File: config.mk
export PLATFORM = sky130hd
export DESIGN_NAME = uart_reg_front
export DESIGN_NICKNAME = d
export VERILOG_FILES = /design/src/rtl/uart_rf_pkg.sv /design/src/rtl/uart_rf_fifo.sv /design/src/rtl/uart_rf_ctrl.sv /design/src/rtl/uart_rf_dpath.sv /design/src/rtl/uart_reg_front.sv
export SDC_FILE = /design/constraint.sdc
export NUM_CORES = 1
export LEC_CHECK = 0
export BUFFER_PORTS_ARGS = -buffer_cell sky130_fd_sc_hd__buf_2
export CAP_MARGIN = 5
export CORE_MARGIN = 1.5
export CORE_UTILIZATION = 40
export CTS_CLUSTER_DIAMETER = 80
export DETAILED_ROUTE_END_ITERATION = 16
export GPL_ROUTABILITY_DRIVEN = 1
export SLEW_MARGIN = 0
export SYNTH_ARGS = -nofsm -noshare
export SYNTH_HDL_FRONTEND = slang
export SYNTH_HIERARCHICAL = 1
export SYNTH_SLANG_ARGS = --single-unit
File: constraint.sdc
create_clock -name clk -period 8 [get_ports clk]
set_clock_uncertainty 0.05 [all_clocks]
set_input_delay 0.8 -clock clk [delete_from_list [all_inputs] [get_ports clk]]
set_output_delay 0.8 -clock clk [all_outputs]
set_load 0.005 [all_outputs]
File: src/rtl/uart_rf_pkg.sv
`timescale 1ns/1ps
package uart_rf_pkg;
  localparam int DATA_W  = 8;
  localparam int CNT_LSB = 16;

  // Order follows the register offsets: word index + 1.
  typedef enum logic [2:0] {
    SEL_NONE   = 3'd0,
    SEL_TXDATA = 3'd1,
    SEL_RXDATA = 3'd2,
    SEL_TXCTRL = 3'd3,
    SEL_RXCTRL = 3'd4,
    SEL_IE     = 3'd5,
    SEL_IP     = 3'd6,
    SEL_DIV    = 3'd7
  } regSel_t;

  typedef struct packed {
    logic    txPush;
    logic    rxPop;
    logic    txCtrlWr;
    logic    rxCtrlWr;
    logic    ieWr;
    logic    divWr;
    regSel_t rdSel;
  } strobes_t;
endpackage

File: src/rtl/uart_rf_fifo.sv
`timescale 1ns/1ps
module uart_rf_fifo #(
  parameter int WIDTH = 8,
  parameter int DEPTH = 8,
  localparam int PTR_W = $clog2(DEPTH),
  localparam int LVL_W = $clog2(DEPTH + 1)
) (
  input  logic             clk,
  input  logic             rstN,
  input  logic             push,
  input  logic [WIDTH-1:0] wdata,
  input  logic             pop,
  output logic [WIDTH-1:0] rdata,
  output logic [LVL_W-1:0] level
);
  logic [WIDTH-1:0] mem [DEPTH];
  logic [PTR_W-1:0] wrPtr, rdPtr;
  logic doPush, doPop;

  assign doPush = push && (level != LVL_W'(DEPTH));
  assign doPop  = pop && (level != '0);
  assign rdata  = mem[rdPtr];

  function automatic logic [PTR_W-1:0] nextPtr(input logic [PTR_W-1:0] p);
    return (p == PTR_W'(DEPTH - 1)) ? '0 : p + 1'b1;
  endfunction

  always_ff @(posedge clk) begin
    if (doPush) mem[wrPtr] <= wdata;
  end

  always_ff @(posedge clk or negedge rstN) begin
    if (!rstN) begin
      wrPtr <= '0;
      rdPtr <= '0;
      level <= '0;
    end else begin
      if (doPush) wrPtr <= nextPtr(wrPtr);
      if (doPop)  rdPtr <= nextPtr(rdPtr);
      if (doPush && !doPop)      level <= level + 1'b1;
      else if (doPop && !doPush) level <= level - 1'b1;
    end
  end
endmodule

File: src/rtl/uart_rf_ctrl.sv
`timescale 1ns/1ps
module uart_rf_ctrl
  import uart_rf_pkg::*;
#(
  parameter int ADDR_W = 5,
  parameter int DEPTH  = 8,
  localparam int LVL_W = $clog2(DEPTH + 1),
  localparam int IDX_W = ADDR_W - 2
) (
  input  logic              busSel,
  input  logic              busWrite,
  input  logic [ADDR_W-1:0] busAddr,
  input  logic [3:0]        busByteEn,
  input  logic [LVL_W-1:0]  txLevel,
  input  logic [LVL_W-1:0]  rxLevel,
  output strobes_t          stb
);
  logic [IDX_W-1:0] idx;
  logic    legal;
  regSel_t target;

  assign idx = busAddr[ADDR_W-1:2];

  always_comb begin
    legal  = busSel && (busByteEn == 4'hF) && (busAddr[1:0] == 2'b00)
             && (idx <= IDX_W'(6));
    target = legal ? regSel_t'(3'(idx[2:0]) + 3'd1) : SEL_NONE;

    stb          = '0;
    stb.rdSel    = busWrite ? SEL_NONE : target;
    stb.txPush   = busWrite && (target == SEL_TXDATA) && (txLevel != LVL_W'(DEPTH));
    stb.rxPop    = !busWrite && (target == SEL_RXDATA) && (rxLevel != '0);
    stb.txCtrlWr = busWrite && (target == SEL_TXCTRL);
    stb.rxCtrlWr = busWrite && (target == SEL_RXCTRL);
    stb.ieWr     = busWrite && (target == SEL_IE);
    stb.divWr    = busWrite && (target == SEL_DIV);
  end
endmodule

File: src/rtl/uart_rf_dpath.sv
`timescale 1ns/1ps
module uart_rf_dpath
  import uart_rf_pkg::*;
#(
  parameter int DEPTH = 8,
  parameter int DIV_W = 16,
  localparam int LVL_W = $clog2(DEPTH + 1),
  localparam int CNT_W = $clog2(DEPTH)
) (
  input  logic              clk,
  input  logic              rstN,
  input  strobes_t          stb,
  input  logic [31:0]       busWdata,
  output logic [31:0]       busRdata,
  output logic              txValid,
  input  logic              txReady,
  output logic [DATA_W-1:0] txData,
  input  logic              rxValid,
  output logic              rxReady,
  input  logic [DATA_W-1:0] rxData,
  output logic              irq,
  output logic [DIV_W-1:0]  baudDiv,
  output logic [LVL_W-1:0]  txLevel,
  output logic [LVL_W-1:0]  rxLevel
);
  logic             txEn, rxEn, ieTx, ieRx;
  logic [CNT_W-1:0] txCnt, rxCnt;
  logic [DIV_W-1:0] divQ;
  logic [DATA_W-1:0] rxHead;
  logic txPop, rxPush, txFull, rxEmpty;
  logic unusedWdata;

  assign unusedWdata = ^busWdata;

  always_ff @(posedge clk or negedge rstN) begin
    if (!rstN) begin
      txEn <= 1'b0; txCnt <= '0;
      rxEn <= 1'b0; rxCnt <= '0;
      ieTx <= 1'b0; ieRx  <= 1'b0;
      divQ <= '0;
    end else begin
      if (stb.txCtrlWr) begin
        txEn  <= busWdata[0];
        txCnt <= busWdata[CNT_LSB +: CNT_W];
      end
      if (stb.rxCtrlWr) begin
        rxEn  <= busWdata[0];
        rxCnt <= busWdata[CNT_LSB +: CNT_W];
      end
      if (stb.ieWr) begin
        ieTx <= busWdata[0];
        ieRx <= busWdata[1];
      end
      if (stb.divWr) divQ <= busWdata[DIV_W-1:0];
    end
  end

  assign txFull  = (txLevel == LVL_W'(DEPTH));
  assign rxEmpty = (rxLevel == '0);
  assign txValid = txEn && (txLevel != '0);
  assign txPop   = txValid && txReady;
  assign rxReady = rxEn && (rxLevel != LVL_W'(DEPTH));
  assign rxPush  = rxValid && rxReady;
  assign irq     = ieTx || (ieRx && !rxEmpty);
  assign baudDiv = divQ;

  uart_rf_fifo #(.WIDTH(DATA_W), .DEPTH(DEPTH)) uTxFifo (
    .clk(clk), .rstN(rstN), .push(stb.txPush), .wdata(busWdata[DATA_W-1:0]),
    .pop(txPop), .rdata(txData), .level(txLevel)
  );

  uart_rf_fifo #(.WIDTH(DATA_W), .DEPTH(DEPTH)) uRxFifo (
    .clk(clk), .rstN(rstN), .push(rxPush), .wdata(rxData),
    .pop(stb.rxPop), .rdata(rxHead), .level(rxLevel)
  );

  function automatic logic [31:0] ctrlWord(input logic en, input logic [CNT_W-1:0] cnt);
    logic [31:0] w;
    w = '0;
    w[0] = en;
    w[CNT_LSB +: CNT_W] = cnt;
    return w;
  endfunction

  always_comb begin
    unique case (stb.rdSel)
      SEL_TXDATA: busRdata = {txFull, 31'b0};
      SEL_RXDATA: busRdata = rxEmpty ? 32'h8000_0000 : {24'b0, rxHead};
      SEL_TXCTRL: busRdata = ctrlWord(txEn, txCnt);
      SEL_RXCTRL: busRdata = ctrlWord(rxEn, rxCnt);
      SEL_IE:     busRdata = {30'b0, ieRx, ieTx};
      SEL_IP:     busRdata = {30'b0, rxLevel > LVL_W'(rxCnt), txCnt != '0};
      SEL_DIV:    busRdata = 32'(divQ);
      default:    busRdata = '0;
    endcase
  end
endmodule

File: src/rtl/uart_reg_front.sv
`timescale 1ns/1ps
module uart_reg_front
  import uart_rf_pkg::*;
#(
  parameter int ADDR_W = 5,
  parameter int DEPTH  = 8,
  parameter int DIV_W  = 16,
  localparam int LVL_W = $clog2(DEPTH + 1)
) (
  input  logic              clk,
  input  logic              rstN,
  input  logic              busSel,
  input  logic              busWrite,
  input  logic [ADDR_W-1:0] busAddr,
  input  logic [3:0]        busByteEn,
  input  logic [31:0]       busWdata,
  output logic [31:0]       busRdata,
  output logic              txValid,
  input  logic              txReady,
  output logic [7:0]        txData,
  input  logic              rxValid,
  output logic              rxReady,
  input  logic [7:0]        rxData,
  output logic              irq,
  output logic [DIV_W-1:0]  baudDiv
);
  strobes_t         stb;
  logic [LVL_W-1:0] txLevel, rxLevel;

  uart_rf_ctrl #(.ADDR_W(ADDR_W), .DEPTH(DEPTH)) uCtrl (
    .busSel(busSel), .busWrite(busWrite), .busAddr(busAddr), .busByteEn(busByteEn),
    .txLevel(txLevel), .rxLevel(rxLevel), .stb(stb)
  );

  uart_rf_dpath #(.DEPTH(DEPTH), .DIV_W(DIV_W)) uDpath (
    .clk(clk), .rstN(rstN), .stb(stb), .busWdata(busWdata), .busRdata(busRdata),
    .txValid(txValid), .txReady(txReady), .txData(txData),
    .rxValid(rxValid), .rxReady(rxReady), .rxData(rxData),
    .irq(irq), .baudDiv(baudDiv), .txLevel(txLevel), .rxLevel(rxLevel)
  );
endmodule

==> results.txt, run 1 <==
Of the synthesized area, sequential elements account for 0.627. The horizontal die dimension is roughly 140 um. The total number of clock tree sinks is about 170.

In the synthesized netlist the dominant register cell turns out to be edfxtp_1. The required time of the critical path came out at 8250 ps. The number of hold violations in the final report was 0. The die covers a little over 20000 sq um.

The average via count per standard cell is about 5.2. The layout filler cell count came out at 1706. For this run, the post-layout net count is ~640. The area added between synthesis and finish came out at 15.9%. The share of the core filled with cells in the final layout is 0.473.

The buffers inserted during post-CTS setup optimization came out at 0. The number of hold buffers added after CTS was 0. The residual overflow from global routing came out at 0.

The final sum of negative setup slack is 0 ps. The wire length on met2 is around 8000 um. The H-tree generated during clock tree synthesis spans 4 levels. The routability-driven placement congestion ratio is ~0.79. The initial antenna violation count is 0. The number of CTS-inserted buffers is 17. The worst-case hold slack is 425 ps.

The routed wirelength normalized by instance count is 18.2 um. TritonCTS built the clock tree. The number of synthesized flops with an enable pin came out at ~130. STA classifies the critical path startpoint as an input pin. The top-level port count is ~110. The number of core rows is slightly above 50.

The number of slew-limit violations in the final report came out at 0. The worst setup path is captured at a flop. Max-cap violations in this run came to 0.

Power spread over the standard cell area amounts to roughly 200 nW/um^2. The antenna violation net count after detailed routing came out at 0. The die span in y is between 100 and 150 um. The worst path in the final design needs a cycle of about 3800 ps, including I/O delays and setup. The top layer reached by signal wires is met4. The clock tree buffer depth came out at 2. The worst IR drop on VDD came out at 0.145 mV.

Setup repair after global routing left no endpoint under its margin. After synthesis, the netlist uses 60 different library cells. The placed wire-length estimate came out at roughly 11000 um. The count of placed standard cells in the final layout, fillers left out is 845.

The setup-violating endpoint count in the final report is 0. Counting flops and latches in the post-synthesis netlist gives 174. The DRC marker count from the first detailed-route iteration came out at about 200. The initial utilization of the core area, before any placement, comes to 0.408. The category of the critical setup timing path is in -> reg. The final antenna diode count came out at 0.

The static power due to leakage is between 3 and 4 nW. The clock slew seen by the registers of the worst setup and hold paths is ~70 ps. The worst pin sits at a relative slew slack of 0.244. The share of synthesized area in the top cell type comes to 0.483. In this run the cell area of the synthesized design comes to about 8000 sq um. The highest fanout seen on the critical path came out at 6.

The routed design uses slightly below 500 um of met3 wire. For this block, the via count after detailed routing is 4360. For this run, the detailed router's first-pass iteration total came to 4. The flow ran to the end, and the final reports show no timing, DRC or antenna violations. Of all cell types, the one taking the most synthesized area is edfxtp_1. The first global-routing pass estimated ~24000 um of wire. The clock latency of the later-clocked register in the worst-skew pair is between 400 and 500 ps. The per-instance average area after synthesis is ~17 sq um. The root buffer cell chosen for the clock tree is clkbuf_16. The core region area is 19500 sq um. Yosys attributes the largest share of cell area to edfxtp_1 48%, dfrtp_1 14%, mux4_1 5.3%. The number of gates given a new drive strength after cts came out at 0. At the pin with the least slew margin, the transition time is approximately 1100 ps. The final layout contains routed wiring with a total length of about 15000 um. The via count of the first global-routing pass came to ~4400. The number of placed instances, taps included came out at 810. The fraction of layout cells with a size suffix above 1 is 0.381. After synthesis, the share of flip-flops with an asynchronous set or reset is 0.264. The detailed-route DRC error count is 0. The highest attainable clock frequency is ~260 MHz. The maximum number of pins on one net before global-route repair came out at between 40 and 50. The post-route clock period utilization is 0.476.

The cell count after synthesis came out at 465. The data arrival at the endpoint of the critical path is a little over 4000 ps. In this run the worst hold path is classified as in -> async. The count of yosys warnings during synthesis is 6. The global-route total usage across every layer came out at 0.154.

After detailed routing, the wire length on met1 is around 6600 um. The count of input and output buffers is 88.
## area by class of cell
cell class | count | area [sq um] | share of cell area
flip-flops and latches | 174 | 4990 | 0.541
clock buffers | 18 | 429 | 0.0465
clock inverters | 14 | 134 | 0.0145
inverters | 10 | 37.5 | 0.00407
well taps | 265 | 332 | 0.0359
multi-input cells | 264 | 2770 | 0.300
repair buffers | 100 | 531 | 0.0575
## where the power goes
part / internal (W) / leakage (nW) / switching (W)
Combinational: 0.0000394 / 1.56 / 0.0000473
Clock: 0.000435 / 0.266 / 0.000358
Sequential: 0.000977 / 1.78 / 0.0000188
Total: 0.00145 / 3.60 / 0.000424
## cells in the mapped netlist, drive strengths merged, types with 5 or more instances
| library cell | instances |
|---|---|
| a22o | 9 |
| and2 | 10 |
| buf | 22 |
| clkbuf | 6 |
| dfrtp | 46 |
| edfxtp | 128 |
| ha | 19 |
| inv | 10 |
| mux2 | 52 |
| mux4 | 32 |
| nand2 | 14 |
| nand2b | 7 |
| nand3 | 6 |
| nor2 | 17 |
| nor3 | 16 |
| o211ai | 6 |
| o21ai | 8 |
| or3 | 5 |
## per-layer routing
layer  track usage  vias up
met2         0.270       89
met3        0.0328       21
met1         0.189     2219
li1              -     2031
met5             0        -
met4        0.0537        0
## metrics by stage
step | setup slack [ps] | power, W | instance area (sq um)
6_report | 4190 | 0.00188 | 9230
5_1_grt | 4020 | 0.00194 | 9230
4_1_cts | 4160 | 0.00189 | 9210
3_5_place_dp | 3810 | 0.00110 | 8640
3_3_place_gp | 3880 | 0.00109 | 8640
2_1_floorplan | 4450 | 0.00107 | 8010
## state kept, by name (all words and copies together), names as in the netlist
name,flops
uDpath/txEn,1
uDpath/uTxFifo/level,4
uDpath/ieRx,1
uDpath/uTxFifo/wrPtr,3
uDpath/uRxFifo/mem,64
uDpath/ieTx,1
uDpath/uRxFifo/rdPtr,3
uDpath/rxEn,1
uDpath/rxCnt,3
uDpath/txCnt,3
uDpath/uRxFifo/level,4
uDpath/uTxFifo/mem,64
uDpath/uRxFifo/wrPtr,3
uDpath/baudDiv,16
uDpath/uTxFifo/rdPtr,3
## placed cells by master (no fill, tap or decap), drive strengths merged, types with 3 or more instances in the layout
cell type    n
nand2b       7
ha          19
o211ai       6
nor2        17
or4          3
nand2       14
clkinv       4
a22o         9
mux2i        4
o21ai        8
a21oi        4
inv         15
clkinvlp     4
mux2        52
nor4         4
or3          5
and2        10
dfrtp       46
nand3        6
nor3        16
nand3b       4
xnor2        4
clkbuf      21
mux4        32
edfxtp     128
buf         97
conb        12
## worst max-delay path, cell delays in order
cell	delay, ps
buf_2	140
inv_1	100
ha_1	380
or2_1	270
nor4_1	570
o41ai_4	260
ha_1	320
inv_1	150
ha_1	310
or4_1	540
o211ai_1	110
o211ai_1	100
## kinds of logic (layout without fill, tap and decap cells)
kind of cell,Yosys count,after routing,synth area share
other,1,12,0.000471
adder cells (fa/ha/maj),21,21,0.0349
XOR/XNOR,5,5,0.00550
buffers and inverters,38,142,0.0308
multiplexers,88,88,0.184
AND/OR/NAND/NOR,98,98,0.0724
flip-flops,174,174,0.627
AO/OA/AOI/OAI,40,40,0.0448
## path summary, 6_finish.rpt
| kind | startpoint | to | slack, ps | cells past startpoint |
|---|---|---|---|---|
| min | rstN | uDpath/baudDiv[11] | 430 | 2 |
| min reg2reg | uDpath/baudDiv[9] | uDpath/baudDiv[9] | 480 | 1 |
| min in group clk | uDpath/baudDiv[9] | uDpath/baudDiv[9] | 480 | 1 |
| max in group asynchronous | rstN | uDpath/uTxFifo/rdPtr[2] | 7030 | 2 |
| max reg2reg | uDpath/uRxFifo/level[0] | uDpath/uRxFifo/level[3] | 4720 | 9 |
| max | busAddr[2] | uDpath/uRxFifo/level[3] | 4190 | 12 |
Note: power is estimated with default switching activity, not from simulation.
==> run 2: changes to the inputs <==
==> constraint.sdc (replaced) <==
create_clock -name clk -period 3.5 [get_ports clk]
set_clock_uncertainty 0.05 [all_clocks]
set_input_delay 0.35 -clock clk [delete_from_list [all_inputs] [get_ports clk]]
set_output_delay 0.35 -clock clk [all_outputs]
set_load 0.005 [all_outputs]
==> results.txt, run 2 (synthesis gave the netlist of run 1 again) <==
The flow ran to the end, and the final reports show no timing, DRC or antenna violations. The count of placed standard cells in the final layout, fillers left out is approximately 860. The first-pass GRT wire length came out at about 24000 um. The combined buffer and inverter count along the critical path came out at 2. The length of routed met3 wiring came out at about 440 um. The area added between synthesis and finish came out at 17.4%. Buffers added to address setup during post-CTS repair amount to 0. The residual overflow from global routing came out at 0. Counting every sink on the clock net gives around 170.

The worst setup path is launched from a flop. The number of slew-limit violations in the final report was 0. The number of hold violations in the final report is 0. The detailed-route DRC error count is 0. In the final layout, the multi-input gates occupy between 2000 and 3000 sq um. The first element of the critical path is uDpath/uRxFifo/level[1]. TritonCTS built the clock tree. The routability-driven placement congestion ratio came out at about 0.76.

The highest cell delay on the worst timing path is 590 ps. The overall die area is around 21000 sq um. The capture instance of the worst register-to-register path is uDpath/uRxFifo/level[3].

The total number of vias came out at 4376. After detailed routing, the wire length on met1 is approximately 6500 um. The detailed router finished its first iteration with 245 violations. Data arrives at the worst endpoint at around 3400 ps. The top-level port count came out at around 110. The net total in the final layout is approximately 660. The number of placed instances, taps included, is a little over 800. At the pin with the least slew margin, the transition time is around 750 ps. The clock slew seen by the registers of the worst setup and hold paths came out at approximately 70 ps. The count of input and output buffers is 88. After detailed routing, the average wire length per cell comes to approximately 18 um.

Among all stages on the critical path, the largest delay is contributed by dfrtp_1. The worst slew margin relative to its limit came out at 0.497. In the global route stage, overall resource usage came out at 0.154.

The placed wire-length estimate came out at 10900 um. The worst setup path is captured at a flop. The number of gates given a new drive strength after cts came out at 0. In the finished design, the share of the clock period the worst path needs comes to 0.910. For this block, the routed nets add up to 15200 um of wire.

The initial antenna violation count came out at 0. The worst hold path belongs to the class in -> reg. In the layout the commonest cells are 128 x edfxtp_1, 88 x buf_2, 46 x dfrtp_1.

The highest fanout seen on the critical path is 9. The clock passes through at most 2 buffers. The number of H-tree branching levels came out at 4. Summed over all nets, wire length on met2 after detailed routing comes to between 8000 and 9000 um.

The setup slack of the most critical reg-to-reg path came out at between 300 and 400 ps. The first TritonRoute pass finished after 4 iterations. The power density normalized to cell area came out at 468 nW/um^2. The highest attainable clock frequency came out at approximately 310 MHz. Once detail routing completed, the nets flagged for antenna violations numbered 0. Setup violations remaining at the end of the flow were counted as 0.

The initial utilization of the core area, before any placement, comes to 0.408. The final antenna diode count came out at 0. The smallest clock period supported by the final layout is computed as 3190 ps. The required time of the critical path came out at about 3700 ps. In this run the static leakage power is around 3.7 nW. The worst IR drop on VDD came out at 0.378 mV.

The category of cells accounting for the largest share of critical-path delay is simple AND/OR/NAND/NOR gates. The signal on the critical path passes through nor3_1, a21boi_0, and2_1, o21ai_4, inv_1, ha_1, inv_1, ha_1, or4_1, o211ai_1, o211ai_1. The count of hold buffers inserted by post-cts repair came out at 1. The die span in y came out at about 140 um. In this run the standard cell core region covers a little under 20000 sq um. The number of max-cap violations is 0. The count of cell instances traversed by the critical path is 11. The fraction of layout cells with a size suffix above 1 is 0.392. The average via count per standard cell is about 5.1. The maximum number of pins on one net before global-route repair is 25. Leaving out fill and tap cells, the most frequent cell in the layout is edfxtp_1.

The worst setup path is of the reg -> reg kind. The startpoint identified for the worst register-to-register timing path is uDpath/uRxFifo/level[1]. The depth of the most critical reg-to-reg path is 11. The final sum of negative setup slack is 0 ps.

The tree is rooted in a clkbuf_16. Setup repair after global routing left no endpoint under its margin. The layout filler cell count came out at between 1500 and 2000. The via count of the first global-routing pass came out at ~4500.

In this run the worst setup path terminates at uDpath/uRxFifo/level[3]. Across the whole layout, storage elements account for around 5000 sq um. The horizontal die dimension came out at about 140 um. The number of CTS-inserted buffers is 17. Clock latency on the worst-skew pair, taken at its later pin, is approximately 420 ps. The highest metal layer carrying signal wires in the routed design is met4. The initialized floorplan defines 51 standard-cell rows.
-- run 2: cell count changes in the layout (fill, tap and decap cells not counted) --
cell           delta
buf_4            +14
bufinv_16         +1
clkinvlp_4        -3
clkinv_2          -1
clkbuf_1          +1
inv_6             +2
inv_8             -1
clkinv_1          -1
clkinv_4          +1
dlygate4sd3_1     +1
clkbuf_4          -3
clkbuf_8          +1
-- run 2: worst min path at each step --
stage	startpoint	endpoint	slack (ps)	cells past startpoint
detailed placement	rstN	uDpath/baudDiv[11]	380	1
CTS	busWdata[10]	uDpath/baudDiv[10]	90	2
finish	busWdata[9]	uDpath/baudDiv[9]	110	2
global placement	rstN	uDpath/baudDiv[11]	360	1
global route	busWdata[8]	uDpath/baudDiv[8]	90	2
floorplan	rstN	uDpath/baudDiv[0]	4	0
-- run 2: routing by layer --
| metal | vias to the layer above | track usage |
|---|---|---|
| li1 | 2057 | - |
| met1 | 2225 | 0.187 |
| met2 | 77 | 0.269 |
| met3 | 17 | 0.0288 |
| met4 | 0 | 0.0634 |
| met5 | - | 0 |
-- run 2: area by class of cell --
| class | instances | share of cell area |
|---|---|---|
| Inverter | 10 | 0.00401 |
| Multi-Input combinational cell | 264 | 0.296 |
| Clock inverter | 12 | 0.0158 |
| Tap cell | 265 | 0.0355 |
| Sequential cell | 174 | 0.534 |
| Timing Repair Buffer | 112 | 0.0666 |
| Clock buffer | 20 | 0.0478 |
-- run 2: report_power, final --
part	switching (W)	total [W]	internal, W
Sequential	0.0000388	0.00227	0.00223
Clock	0.000808	0.00190	0.00109
Combinational	0.000112	0.000205	0.0000931
Total	0.000959	0.00438	0.00342
-- run 2: through the flow --
stage | total power [W] | setup WS [ps] | utilization | hold WS, ps | cell area [sq um]
2_1_floorplan | 0.00243 | 398 | - | 4.41 | 8010
3_3_place_gp | 0.00251 | 125 | 0.448 | 359 | 8750
3_5_place_dp | 0.00252 | 92.9 | 0.448 | 377 | 8750
4_1_cts | 0.00443 | 336 | 0.479 | 89.7 | 9350
5_1_grt | 0.00453 | 142 | 0.479 | 94.9 | 9350
6_report | 0.00438 | 315 | 0.479 | 109 | 9350
==> run 3: changes to the inputs <==
--- a/config.mk
+++ b/config.mk
@@ -7,12 +7,15 @@
 export LEC_CHECK = 0
 export BUFFER_PORTS_ARGS = -buffer_cell sky130_fd_sc_hd__buf_2
 export CAP_MARGIN = 5
+export CELL_PAD_IN_SITES_DETAIL_PLACEMENT = 0
+export CELL_PAD_IN_SITES_GLOBAL_PLACEMENT = 1
 export CORE_MARGIN = 1.5
 export CORE_UTILIZATION = 40
 export CTS_CLUSTER_DIAMETER = 80
 export DETAILED_ROUTE_END_ITERATION = 16
 export GPL_ROUTABILITY_DRIVEN = 1
-export SLEW_MARGIN = 0
+export PLACE_DENSITY_LB_ADDON = 0.1
+export SLEW_MARGIN = 40
 export SYNTH_ARGS = -nofsm -noshare
 export SYNTH_HDL_FRONTEND = slang
 export SYNTH_HIERARCHICAL = 1
==> results.txt, run 3 (synthesis gave the netlist of run 1 again) <==
The average via count per standard cell is around 5.0. In this run the critical register-to-register path is launched from uDpath/uRxFifo/level[0]. The setup slack of the most critical reg-to-reg path came out at about 500 ps. The horizontal die dimension is 144 um. The clock tree buffer depth came out at 2.

Summing internal, switching and leakage power gives roughly 0.0043 W. Port buffering added 88 buffers. The residual overflow from global routing came out at 0. The area occupied by registers came out at between 4000 and 5000 sq um. Hold is met by just under 100 ps. The filler cells instantiated in the layout total roughly 1800.

The initialized floorplan defines between 50 and 60 standard-cell rows. The detailed-route DRC error count came out at 0. The cell chosen for the clock root is clkbuf_16. In this run the tightest slew margin relative to its limit is 0.495. The post-route clock period utilization came out at 0.871. The setup-violating endpoint count in the final report came out at 0. STA puts the critical path data required time at 3100 ps. The overall die area came out at just over 20000 sq um. The number of slew-limit violations in the final report is 0. The clock latency of the later-clocked register in the worst-skew pair came out at around 430 ps.

The worst min-delay path startpoint is busWdata[9]. The congestion estimate from routability-driven global placement came to roughly 0.75. The number of gates given a new drive strength after cts is 0. Setup repair after global routing left no endpoint under its margin.

The initial utilization of the core area, before any placement, comes to 0.408. STA classifies the critical path endpoint as a primary output. Based on the critical path, the design can be clocked at up to 328 MHz. CTS saw around 170 sinks. Power spread over the standard cell area amounts to 458 nW/um^2. The net total in the final layout is ~650.

The layer flagged by global routing as most heavily used is met2. The initial antenna violation count came to 0. For the worst setup path, the data arrival time is about 2700 ps.

The number of CTS-inserted buffers is 17. The worst hold path terminates at uDpath/baudDiv[9]. The routed wirelength normalized by instance count is 18.0 um. The run finished with clean final reports. The min-delay analysis places its worst path in the category in -> reg. In the layout the commonest cells are 128 x edfxtp_1, 87 x buf_2, 46 x dfrtp_1. The final antenna diode count is 0. The number of max-cap violations came out at 0. Entering global routing, the biggest net connects 33 pins. Counting instances, the worst hold path has a depth of 2. In the final layout, the multi-input gates occupy around 2800 sq um. The worst setup path is of the reg -> out kind. The endpoint identified for the worst register-to-register timing path is uDpath/uRxFifo/level[3].

The worst register-to-register path has a depth of 10. The final sum of negative setup slack is 0 ps. Prior to clock tree synthesis, the placed netlist has a worst setup slack of about 120 ps. The number of hold violations in the final report is 0.

Once layout is complete, the utilization of the core stands at 0.477. Detailed placement finished with a half-perimeter wire length of around 11000 um. The worst setup path is launched from a flop. The clock slew seen by the registers of the worst setup and hold paths is around 70 ps. Once routing completed, OpenROAD measured the worst setup slack at around 450 ps. ~110 I/O pins were placed. The final layout contains routed wiring with a total length of between 15000 and 20000 um. The first global-routing pass estimated 23900 um of wire.

The die span in y came out at 144 um. The clock tree from TritonCTS is yes. The met1 routing resource usage after global routing came out at 0.194. The clock tree synthesis step divided the H-tree into 4 levels. The worst IR drop on VDD is approximately 0.35 mV.

The total number of vias is around 4300. The transition time of the tightest slew-check pin came out at about 750 ps. The clock period could shrink to ~3000 ps. The core region area came out at 19500 sq um. The area added between synthesis and finish is 16.9%.

The DRC marker count from the first detailed-route iteration is 140. Of all nets on the critical path, the largest fanout is 14. Leaving out fill and tap cells, the most frequent cell in the layout is edfxtp_1. The met3 capacity usage during global routing came out at 0.0338.

The global-route total usage across every layer is 0.156. The static power due to leakage came out at roughly 3.7 nW. In the final layout, the share of cells above drive strength 1 is 0.394. In the global route stage, met2 resource usage came out at 0.271. The antenna violation net count after detailed routing is 0.

The count of TritonRoute iterations in the first routing pass came out at 4. The buffers inserted during post-CTS setup optimization is 0. The via count of the first global-routing pass came out at ~4400.
==> run 3: cell types whose count changed in the layout (fill, tap and decap cells not counted), sizes merged <==
cell,previous run,this run
inv,16,18
clkinv,3,5
buf,111,110
clkbuf,20,18
bufinv,2,0
==> run 3: how the worst max path moves through the flow <==
stage / start / end / slack [ps]
2_1_floorplan: busAddr[2] / uDpath/uRxFifo/level[3] / 400
3_3_place_gp: busAddr[2] / uDpath/uTxFifo/level[3] / 210
3_5_place_dp: busAddr[2] / uDpath/uTxFifo/level[3] / 120
4_1_cts: uDpath/uRxFifo/rdPtr[0] / busRdata[4] / 360
5_1_grt: uDpath/uRxFifo/level[0] / uDpath/uRxFifo/level[3] / 250
6_report: uDpath/uRxFifo/rdPtr[0] / busRdata[2] / 450
==> run 3: critical path: stages, from the launching register on <==
cell     delay [ps]
dfrtp_1         770
buf_4           300
mux4_2          520
mux2_4          270
a22o_2          220
buf_2           130
==> run 3: area by class of cell <==
cell class / count / area share
repair buffers: 111 / 0.0664
multi-input cells: 264 / 0.298
well taps: 265 / 0.0356
flip-flops and latches: 174 / 0.536
clock buffers: 18 / 0.0461
clock inverters: 14 / 0.0136
inverters: 10 / 0.00403
==> run 3: per-layer routing <==
layer,part of all wire,up-vias
met3,0.024,18
li1,-,2050
met2,0.52,56
met4,0.013,0
met1,0.44,2190
met5,0,-
==> run 3: what timing repair did <==
item,in CTS,in global routing
hold buffers,1,0
setup endpoints to repair,0,0
hold endpoints to repair,31,0
==> run 3: metrics by stage <==
stage          area, sq um  cells
2_1_floorplan         8010    476
3_3_place_gp          8740    823
3_5_place_dp          8740    823
4_1_cts               9310    856
5_1_grt               9310    856
6_report              9310    856
==> run 3: report_power, final <==
group          switching, W  internal [W]
clock network      0.000856      0.000938
registers         0.0000435       0.00223
logic              0.000107     0.0000926
